`src/rtl/epp_pkg.sv`:
```
package epp_pkg;

    localparam int EPP_DW = 8;

    // bit1: 0 = address strobe, 1 = data strobe; bit0: 0 = write, 1 = read
    typedef enum logic [1:0] {
        OP_AWR = 2'b00,
        OP_ARD = 2'b01,
        OP_DWR = 2'b10,
        OP_DRD = 2'b11
    } epp_op_e;

    typedef enum logic [1:0] {
        ST_IDLE  = 2'd0,
        ST_SETUP = 2'd1,
        ST_STRB  = 2'd2,
        ST_END   = 2'd3
    } epp_st_e;

    typedef struct packed {
        epp_op_e                op;
        logic [EPP_DW-1:0]      wdata;
    } epp_req_t;

    function automatic logic op_is_read(epp_op_e op);
        return op[0];
    endfunction

    function automatic logic op_is_data(epp_op_e op);
        return op[1];
    endfunction

endpackage

```
`src/rtl/epp_tmo.sv`:
```
module epp_tmo #(
    parameter int TW = 8
) (
    input  logic          clk,
    input  logic          rst,
    input  logic          run,
    input  logic [TW-1:0] limit,
    output logic          expire
);
    logic [TW-1:0] cnt;
    logic [TW:0]   nxt;

    assign nxt    = {1'b0, cnt} + (TW+1)'(1);
    assign expire = run && (nxt >= {1'b0, limit});

    always_ff @(posedge clk) begin
        if (rst || !run) begin
            cnt <= '0;
        end else if (!expire) begin
            cnt <= cnt + TW'(1);
        end
    end
endmodule

```
`src/rtl/epp_edge.sv`:
```
module epp_edge (
    input  logic clk,
    input  logic rst,
    input  logic sig,
    output logic rise
);
    logic sig_q;

    always_ff @(posedge clk) begin
        if (rst) begin
            sig_q <= 1'b0;
            rise  <= 1'b0;
        end else begin
            sig_q <= sig;
            rise  <= sig & ~sig_q;
        end
    end
endmodule

```
`src/rtl/epp_seq.sv`:
```
module epp_seq
    import epp_pkg::*;
(
    input  logic              clk,
    input  logic              rst,
    input  logic              req_valid,
    input  epp_req_t          req,
    input  logic              dir_hi,
    input  logic              n_wait,
    input  logic [EPP_DW-1:0] bus_in,
    input  logic              expire,
    output epp_st_e           st,
    output epp_req_t          cur,
    output logic [EPP_DW-1:0] rdata,
    output logic              aborted,
    output logic              refused
);
    always_ff @(posedge clk) begin
        if (rst) begin
            st      <= ST_IDLE;
            cur     <= '0;
            rdata   <= '0;
            aborted <= 1'b0;
            refused <= 1'b0;
        end else begin
            refused <= 1'b0;
            unique case (st)
                ST_IDLE: begin
                    if (req_valid && !n_wait) begin
                        if (op_is_read(req.op) && dir_hi) begin
                            refused <= 1'b1;
                        end else begin
                            cur     <= req;
                            aborted <= 1'b0;
                            st      <= ST_SETUP;
                        end
                    end
                end
                ST_SETUP: st <= ST_STRB;
                ST_STRB: begin
                    if (n_wait) begin
                        if (op_is_read(cur.op)) rdata <= bus_in;
                        st <= ST_END;
                    end else if (expire) begin
                        aborted <= 1'b1;
                        st      <= ST_END;
                    end
                end
                ST_END: st <= ST_IDLE;
                default: st <= ST_IDLE;
            endcase
        end
    end
endmodule

```
`src/rtl/epp_host.sv`:
```
module epp_host
    import epp_pkg::*;
#(
    parameter int TW = 8
) (
    input  logic              clk,
    input  logic              rst,
    input  logic              req_valid,
    input  logic [1:0]        req_op,
    input  logic [EPP_DW-1:0] req_wdata,
    output logic              req_ready,
    output logic              cyc_done,
    output logic              cyc_abort,
    output logic [EPP_DW-1:0] rd_data,
    output logic              refused,
    input  logic [TW-1:0]     tmo_limit,
    input  logic              tmo_clear,
    output logic              tmo_flag,
    input  logic              spp_dir,
    input  logic              spp_wr_ovr,
    input  logic              spp_wr_lvl,
    input  logic              periph_rst_req,
    output logic              n_write_o,
    output logic              n_astb_o,
    output logic              n_dstb_o,
    output logic [EPP_DW-1:0] bus_o,
    input  logic [EPP_DW-1:0] bus_i,
    output logic              bus_oe,
    input  logic              n_wait_i,
    input  logic              intr_i,
    output logic              intr_o,
    output logic              irq_pulse,
    output logic              n_periph_rst_o
);
    epp_st_e  st;
    epp_req_t cur;
    epp_req_t req;
    logic     aborted;
    logic     expire;
    logic     strb_on;
    logic     busy;
    logic     wr_cyc;
    logic     flag_q;

    assign req.op    = epp_op_e'(req_op);
    assign req.wdata = req_wdata;

    epp_seq u_seq (
        .clk      (clk),
        .rst      (rst),
        .req_valid(req_valid),
        .req      (req),
        .dir_hi   (spp_dir),
        .n_wait   (n_wait_i),
        .bus_in   (bus_i),
        .expire   (expire),
        .st       (st),
        .cur      (cur),
        .rdata    (rd_data),
        .aborted  (aborted),
        .refused  (refused)
    );

    epp_tmo #(.TW(TW)) u_tmo (
        .clk   (clk),
        .rst   (rst),
        .run   (strb_on),
        .limit (tmo_limit),
        .expire(expire)
    );

    epp_edge u_edge (
        .clk (clk),
        .rst (rst),
        .sig (intr_i),
        .rise(irq_pulse)
    );

    assign strb_on = (st == ST_STRB);
    assign busy    = (st != ST_IDLE);
    assign wr_cyc  = busy && !op_is_read(cur.op);

    assign req_ready = (st == ST_IDLE) && !n_wait_i;
    assign cyc_done  = (st == ST_END) && !aborted;
    assign cyc_abort = (st == ST_END) && aborted;

    assign n_astb_o  = !(strb_on && !op_is_data(cur.op));
    assign n_dstb_o  = !(strb_on &&  op_is_data(cur.op));
    assign n_write_o = spp_wr_ovr ? spp_wr_lvl : !wr_cyc;
    assign bus_oe    = wr_cyc && (st == ST_SETUP || st == ST_STRB);
    assign bus_o     = cur.wdata;

    always_ff @(posedge clk) begin
        if (rst) begin
            flag_q <= 1'b0;
        end else if (strb_on && !n_wait_i && expire) begin
            flag_q <= 1'b1;
        end else if (tmo_clear) begin
            flag_q <= 1'b0;
        end
    end
    assign tmo_flag = flag_q;

    assign intr_o         = intr_i;
    assign n_periph_rst_o = !periph_rst_req;
endmodule

```
`config.mk`:
```
export PLATFORM = sky130hd
export DESIGN_NAME = epp_host
export DESIGN_NICKNAME = d
export VERILOG_FILES = /design/src/rtl/epp_pkg.sv /design/src/rtl/epp_tmo.sv /design/src/rtl/epp_edge.sv /design/src/rtl/epp_seq.sv /design/src/rtl/epp_host.sv
export SDC_FILE = /design/constraint.sdc
export NUM_CORES = 1
export LEC_CHECK = 0
export BUFFER_PORTS_ARGS = -buffer_cell sky130_fd_sc_hd__buf_2
export CAP_MARGIN = 20
export CORE_MARGIN = 1.5
export CORE_UTILIZATION = 44
export DETAILED_ROUTE_END_ITERATION = 7
export HOLD_SLACK_MARGIN = 0.05
export PLACE_DENSITY = 0.82
export SLEW_MARGIN = 10
export SYNTH_ARGS = -nofsm -noshare
export SYNTH_HDL_FRONTEND = slang
export SYNTH_SLANG_ARGS = --single-unit
```
`constraint.sdc`:
```
create_clock -name clk -period 2.3 [get_ports clk]
set_input_delay 0.115 -clock clk [delete_from_list [all_inputs] [get_ports clk]]
set_output_delay 0.115 -clock clk [all_outputs]
set_load 0.02 [all_outputs]
```
==> results.md <==
* Avg Cell Area, Syn at 8.89 um^2
* TNS Setup at -0.507 ns
* Switching Fraction at 32.2%
* CTS H-Tree Depth at 2
* CTS tree: yes
* Global-route wire length before repair at 6120 um
* Die W at 65.5 um
* Final-layout worst hold slack at 0.0594 ns
* Nets at 317
* Via count at 1556
* Setup ws final at -0.133 ns
* Reg power frac at 43.0%
* Setup Viol. Count Final at 11
* Skew-Pair Late Insertion Delay at 0.28 ns
* Asr flop ratio synth at 0%
* Outcome: finished, violations left
* Initial antenna violation count at 0
* Worst-path clk slew at 0.07 ns
* IO Pins at 64
* Worst hold path depth at 3
* Reg2reg end: u_tmo.cnt[6]
* WP data arrival at 2.64 ns
* Die H at 65.5 um
* Leak at 1.22 nW
* Cell Area, Synth at 0.00172 mm^2
* Post-DRT Antenna Nets at 0
* Worst vdd ir at 405 uV
* Critical R2R Launch: u_tmo.cnt[4]
* Slew @ Worst Pin at 0.516 ns
* Power density over the cells at 637 mW/mm^2
* Comb power frac at 28.9%
* Core Footprint at 0.00372 mm^2
* Synth unique cells at 35
* FP Rows at 22
* Drt first pass iters at 4
* Setup CP Type: flip-flop to flip-flop
* Final count of hold timing violations at 0
* Largest net degree at the start of global routing at 28
* Layout Utilization at 62.7%
* Ys flop type: dfxtp_1
* WL final at 3650 um
* Clock share of power at 28.1%
* Cts bufs inserted at 5
* Layout area overhead at 35.6%
* Failing checks: negative setup slack
* Count leader, synth: dfxtp_1
* Vias per cell at 4.89
* Slew HR at 65.5%
* Initial Util at 46.2%
* GRT overflow at 0
* Synthesized instance count at 193
* Die area at 0.00429 mm^2
* Fin crit share at 106%
* Slew Limit Fails at 0
* Minimum clock period at 2.43 ns
* CTS sink cnt at 33
* Psw at 0.478 mW
* Area contributors post-synth: dfxtp_1, mux2i_1, ha_1
* Max cap viols at 0
* FF-to-FF setup slack at -0.13 ns
* EDFF count, synth at 0
* DRC violations left at 0
* Nature of the critical path startpoint: flip-flop
* Hold endpoint: u_seq.rdata[7]
* CTS Root Cell: clkbuf_8
* Hold crit path type: primary input to flip-flop
* Bufs on Longest Clock Path at 2
* Syn. warnings at 0
* RSZ-0062 raised after global routing: yes
* WL/cell at 11.5 um
* Total GRT Usage at 18.5%
* Crit path max fanout at 6
* Number of diodes at 0
* Cell count of the worst reg-to-reg path at 10
* Fin area at 0.00233 mm^2
* Vias in the first global route at 1483
* WP data required at 2.51 ns
* Area leader, netlist: dfxtp_1
* Dpl cell area at 0.00212 mm^2
* Syn_nets at 241
* Synthesis-stage register bit count at 33
* Yosys top cell area share at 38.5%
* Top post-synthesis cells by count: dfxtp_1, nor2_1, mux2i_1
* P_int at 1.01 mW
* F_max at 411 MHz
* Worst Skew at 0.00439 ns
* Sequential fraction of the synthesis area at 38.5%
* Layout cells sized above 1 at 40.7%
* Starting DRT DRC Count at 38
* Post-DP HPWL at 2580 um
* Hold Startpoint: bus_i[7]
* CP endpoint kind: flip-flop
* Final GP Congestion at 0.842
* PortBufs at 63
-- per-layer routing --
metal / GRT usage, % / wire length, um
met1: 20.5 / 1560
met2: 32.9 / 1810
met3: 5.82 / 233
met5: 0 / 0
met4: 7.29 / 46
-- registers in the layout (all words and copies together) (netlist names) --
signal,count
u_tmo.cnt,8
u_seq.st,2
u_seq.aborted,1
u_seq.cur,10
u_seq.refused,1
u_seq.rdata,8
u_edge.rise,1
u_edge.sig_q,1
tmo_flag,1
-- worst max-delay path by stage --
stage	from	endpoint	slack, ns	cells past startpoint
after global placement	u_tmo.cnt[4]	u_tmo.cnt[6]	-0.01	10
after floorplan	u_tmo.cnt[2]	u_tmo.cnt[6]	-0.02	10
after CTS	u_tmo.cnt[4]	u_tmo.cnt[6]	-0.09	10
final	u_tmo.cnt[4]	u_tmo.cnt[6]	-0.13	10
after detailed placement	u_tmo.cnt[4]	u_tmo.cnt[6]	-0.08	10
after global routing	u_tmo.cnt[4]	u_tmo.cnt[6]	-0.20	10
-- worst max-delay path: stages, from the launching register on --
cell	delay [ns]
dfxtp_2	0.33
and3_4	0.19
nand3_4	0.09
or2_4	0.25
xnor2_2	0.14
ha_1	0.31
nand4_1	0.11
nor2_2	0.07
a211o_4	0.35
or4_1	0.40
a21oi_1	0.13
-- cells by family after synthesis --
| kind of cell | count (synthesis) | share of synthesized area [%] |
|---|---|---|
| AO/OA/AOI/OAI | 27 | 10.3 |
| XOR/XNOR | 7 | 3.57 |
| adder cells (fa/ha/maj) | 12 | 8.75 |
| buffers and inverters | 29 | 8.45 |
| flip-flops | 33 | 38.5 |
| multiplexers | 18 | 10.5 |
| AND/OR/NAND/NOR | 67 | 19.9 |
-- power groups by stage --
stage | sequential, mW | combinational [mW] | clock, mW
after global routing | 0.642 | 0.475 | 0.462
after detailed placement | 0.649 | 0.405 | 0
after global placement | 0.648 | 0.394 | 0
after floorplan | 0.648 | 0.298 | 0
final | 0.638 | 0.428 | 0.417
after CTS | 0.638 | 0.427 | 0.429
-- through the flow --
| step | std cells | setup slack, ns | total power [mW] |
|---|---|---|---|
| finish | 318 | -0.133 | 1.48 |
| floorplan | 193 | -0.0188 | 0.945 |
| global placement | 302 | -0.0107 | 1.04 |
| CTS | 316 | -0.0910 | 1.49 |
| global route | 318 | -0.201 | 1.58 |
| detailed placement | 302 | -0.0764 | 1.05 |
-- layout make-up --
| class | count | area, um^2 |
|---|---|---|
| fill | 335 | 1390 |
| multi-input combinational | 132 | 985 |
| sequential | 33 | 667 |
| timing repair buffer | 83 | 478 |
| clock buffer | 5 | 68.8 |
| tap | 48 | 60.1 |
| inverter | 14 | 52.6 |
| clock inverter | 3 | 17.5 |
-- placed cells by master (no fill, tap or decap), types with 2 or more instances in the layout --
cell type      count
buf_2             63
dfxtp_1           28
nor2_1            25
mux2i_1           18
buf_4             16
inv_1             14
ha_1              11
nand2_1            7
a21oi_1            7
nor2b_1            6
nand3_1            5
o21ai_0            5
clkbuf_8           5
dfxtp_2            5
or3_1              4
xor2_1             3
xnor2_1            3
nor3_1             3
nand2b_1           3
o21ai_1            3
nand4_1            2
nor2_2             2
a211oi_1           2
clkinv_2           2
dlygate4sd3_1      2
buf_6              2
-- what timing repair did --
| action | in CTS | in global routing |
|---|---|---|
| setup buffers | 4 | 1 |
| hold buffers | 1 | 1 |
| setup endpoints to repair | 8 | 12 |
| endpoints found under the hold margin | 1 | 1 |
| pin swaps | 5 | 5 |
| cloned | 1 | 0 |
| resized for setup | 6 | 9 |
Note: power is estimated with default switching activity, not from simulation.
